## src/rtl/burst_col_gen.sv

```systemverilog
module burst_col_gen #(
  parameter int COL_W  = 9,
  parameter int BANK_W = 2
) (
  input  logic              clk,
  input  logic              rst_n,
  input  logic              cmd_valid,
  input  logic [BANK_W-1:0] cmd_bank,
  input  logic [COL_W-1:0]  cmd_col,
  input  logic [2:0]        bl_code,
  input  logic              burst_il,
  input  logic              term,
  output logic [COL_W-1:0]  col_out,
  output logic [BANK_W-1:0] bank_out,
  output logic              valid,
  output logic              last
);

  logic [COL_W-1:0]  start_q, cnt_q, mask_q;
  logic [BANK_W-1:0] bank_q;
  logic              il_q, page_q, valid_q;
  logic [COL_W-1:0]  mask_d;

  assign mask_d = bl_code[2] ? '1 : COL_W'((1 << bl_code[1:0]) - 1);

  always_ff @(posedge clk or negedge rst_n) begin
    if (!rst_n) begin
      start_q <= '0;
      cnt_q   <= '0;
      mask_q  <= '0;
      bank_q  <= '0;
      il_q    <= 1'b0;
      page_q  <= 1'b0;
      valid_q <= 1'b0;
    end else if (cmd_valid) begin
      start_q <= cmd_col;
      cnt_q   <= '0;
      mask_q  <= mask_d;
      bank_q  <= cmd_bank;
      il_q    <= burst_il & ~bl_code[2];
      page_q  <= bl_code[2];
      valid_q <= 1'b1;
    end else if (valid_q) begin
      if (term || last) valid_q <= 1'b0;
      else              cnt_q   <= cnt_q + 1'b1;
    end
  end

  logic [COL_W-1:0] low_seq, low_il;
  assign low_seq = (start_q + cnt_q) & mask_q;
  assign low_il  = (start_q ^ cnt_q) & mask_q;

  assign col_out  = (start_q & ~mask_q) | (il_q ? low_il : low_seq);
  assign bank_out = bank_q;
  assign valid    = valid_q;
  assign last     = valid_q & ~page_q & (cnt_q == mask_q);

endmodule


```

## config.mk

```make
export PLATFORM = sky130hd
export DESIGN_NAME = burst_col_gen
export DESIGN_NICKNAME = d
export VERILOG_FILES = /design/src/rtl/burst_col_gen.sv
export SDC_FILE = /design/constraint.sdc
export NUM_CORES = 1
export LEC_CHECK = 0
export BUFFER_PORTS_ARGS = -buffer_cell sky130_fd_sc_hd__buf_4
export CAP_MARGIN = 10
export CELL_PAD_IN_SITES_DETAIL_PLACEMENT = 2
export CELL_PAD_IN_SITES_GLOBAL_PLACEMENT = 2
export CORE_MARGIN = 2
export CORE_UTILIZATION = 37
export DETAILED_ROUTE_END_ITERATION = 7
export GPL_TIMING_DRIVEN = 0
export PLACE_DENSITY_LB_ADDON = 0.1
export SLEW_MARGIN = 20
export SYNTH_ARGS = -nofsm -noshare
export SYNTH_HDL_FRONTEND = slang
export SYNTH_SLANG_ARGS = --single-unit
```

## constraint.sdc

```tcl
create_clock -name clk -period 5.85 [get_ports clk]
set_input_delay 1.17 -clock clk [delete_from_list [all_inputs] [get_ports clk]]
set_output_delay 1.17 -clock clk [all_outputs]
set_load 0.01 [all_outputs]
```

==> reports/results.ini <==
[route]
firstDrtPassIters = 4
vias = 1501
post_drt_wl_per_cell_um = 18.1
totalWireLength_mm = 5.06
detail-route-antenna-nets = 0
via_per_inst = 5.38
drc = 0
first_iter_violations = 42

[clock_tree]
clock-sinks = 29
postCtsResizedCells = 0
htree_num_levels = 2
post_cts_buffers = 0
numCtsBuffers = 5
clockBufferDepth = 2
cts_tree = built
cts_hold_buf = 0
cts-root-buf = clkbuf_8
clkSlewWorstSetupHoldPaths_ns = 0.07
clk_latency_ns = 0.28

[worst_hold_path]
min_from = bank_out[0]
holdPathEnd = bank_out[0]
min_path_type = flip-flop to flip-flop
holdPathStages = 1

[layout]
fin_area_um2 = 2150
post-route-util_pct = 46.1
diodes = 0
drive_gt1_share_pct = 24.9
syn2layout_area_growth_pct = 21.4
fillers = 505
multi_input_area_um2 = 976
register_area_um2 = 726
nets = 254

[yosys]
syn_nets = 217
synth_top_cell_by_area = dfrtp_1
ys_warn_count = 0
netlist_instances = 187
synth_area_um2 = 1770
seq_area_frac_synth_pct = 41.0
synth-seq-cells = 29
synth_cell_types = 39
synth_top_area_share_pct = 41.0
synth_area_leaders = dfrtp_1, ha_1, mux2_2, xor2_1, nor2_1
syn_area_per_cell_um2 = 9.47

[global_routing]
grtUsageTotal_pct = 21.5
grt_max_degree = 30
grt_first_pass_wirelength_mm = 8.62
antenna_found_initial = 0
grt_pass1_vias = 1689
grt_overflow = 0

[timing]
min_period_over_period_pct = 62.4
setup-tns-final_ns = 0
drv_slew = 0
clock-skew-final_ns = 0.00545
slew_headroom_pct = 61.7
rsz0062_at_grt = no
finalSetupViolCount = 0
tightest_slew_ns = 0.575
worst_slack_ns = 2.20
fmax_mhz = 274
finalWorstPathRequiredPeriod_ns = 3.65
hold_violations = 0

[place]
hpwlAfterDp_mm = 3.92
gp_congestion = 0.787
io_buffer_count = 30
dp_slack_ns = 2.49
dpl_cell_area_um2 = 2060

[worst_setup_path]
worstPathMaxFanout = 5
rr_endpoint = cnt_q[1]
r2r_start = cnt_q[6]
critPathLaunchType = flip-flop
crit_type = flip-flop to output pin
required_ns = 4.68
r2r_cells = 5
endpoint_kind = output pin
rrSetupSlack_ns = 4.11
critPathArrivalTime_ns = 2.48

[pwr]
ir_drop_mv = 0.108
powerDensity_nw_per_um2 = 235
power.leakage_uw = 0.000954

[run]
cap_violations = 0

[floorplanning]
die_y_um = 73.2
die_x_um = 73.2
core-area_um2 = 4660
io_pins = 32
die_area_um2 = 5350
rows = 25
initial_utilization_pct = 38.0

[status]
status = completed

==> layer usage <==
layer,GRT usage (%),wire (µm),vias to the layer above
met5,0,0,-
met4,4.94,29,0
met3,4.56,114,2
met2,39.7,2800,16
met1,25.2,2120,759
li1,-,-,724
==> final cells by class <==
type,instances,area share [%]
buffer,6,1.28
clock buffer,5,3.20
clock inverter,3,0.815
inverter,11,1.92
multi-input combinational,141,45.4
sequential,29,33.8
tap,54,3.14
timing repair buffer,30,10.5
==> cell families (layout without fill, tap and decap cells) <==
logic type                 count (synthesis)  in the layout  share of synthesized area (%)
muxes                                     12             12                           7.56
adders and majority gates                 11             11                           8.20
DFF                                       29             29                           41.0
buffers and inverters                     17             55                           3.89
AOI/OAI and AO/OA                         43             43                           15.1
and+or+nand+nor                           57             57                           15.4
xor gates and xnor gates                  18             18                           8.90
==> critical path, cell delays in order, from the launching register on <==
cell and delay, ns:
dfrtp_1 0.47, ha_1 0.23, inv_1 0.06, fa_1 0.40, nor2b_1 0.18, o31a_1 0.21, a2bb2oi_1 0.21, o311ai_1 0.14
xor2_1 0.16, buf_4 0.16
==> cell usage after synthesis, drive strengths merged <==
library cell	number
o31a	1
and4	2
mux2i	1
a31oi	1
mux2	11
xor2	11
a22o	1
clkbuf	4
nand4	2
nor4	1
and2b	1
fa	1
nor2b	3
a2bb2oi	1
o211ai	2
nand2	13
o21a	2
o2111ai	1
a21oi	14
nand3b	1
o22a	1
dfrtp	29
nor2	22
inv	11
xnor2	7
o311ai	1
or2	1
nand2b	1
ha	10
a2111oi	1
o21bai	1
buf	2
nand3	5
and3	2
o21ai	16
or3	3
==> report_power, final <==
group / internal [µW] / switching [µW] / leakage (µW) / total, µW
clock network: 82.0 / 82.0 / 0.0000439 / 164
logic: 55.4 / 57.0 / 0.000556 / 112
registers: 215 / 14.7 / 0.000355 / 229
==> how the worst max path moves through the flow <==
stage	endpoint	depth (start not counted)	slack, ns	from
final	col_out[8]	9	2.20	cnt_q[0]
after global routing	col_out[8]	9	2.06	cnt_q[0]
after CTS	col_out[8]	9	2.17	cnt_q[0]
after detailed placement	col_out[8]	9	2.49	cnt_q[0]
after global placement	col_out[8]	9	2.58	cnt_q[0]
after floorplan	col_out[8]	8	2.85	cnt_q[0]
==> cells in the final DEF, fill, tap and decap left out, types with 2 or more instances in the layout <==
cell / count
and3_1: 2
clkbuf_1: 4
ha_1: 10
inv_1: 11
nor2_1: 22
xor2_1: 11
o21ai_0: 15
buf_4: 31
clkbuf_8: 5
nand3_1: 5
nand2_1: 13
nor2b_1: 3
dfrtp_1: 29
o211ai_1: 2
clkinv_2: 2
a21oi_1: 14
mux2_2: 11
or3_1: 3
o21a_1: 2
xnor2_1: 7
nand4_1: 2
==> sequential cells by signal, summed over array words and instances (netlist names) <==
name      flops
start_q       9
mask_q        7
cnt_q         9
il_q          1
valid         1
bank_out      2
==> through the flow <==
| step | hold slack [ns] | cells | power, µW |
|---|---|---|---|
| 6_report | 0.531 | 279 | 506 |
| 2_1_floorplan | 0.501 | 187 | 293 |
| 3_3_place_gp | 0.493 | 271 | 338 |
| 3_5_place_dp | 0.521 | 271 | 346 |
| 5_1_grt | 0.564 | 279 | 536 |
| 4_1_cts | 0.539 | 279 | 513 |
No activity file was read; power rests on OpenSTA's default activity.
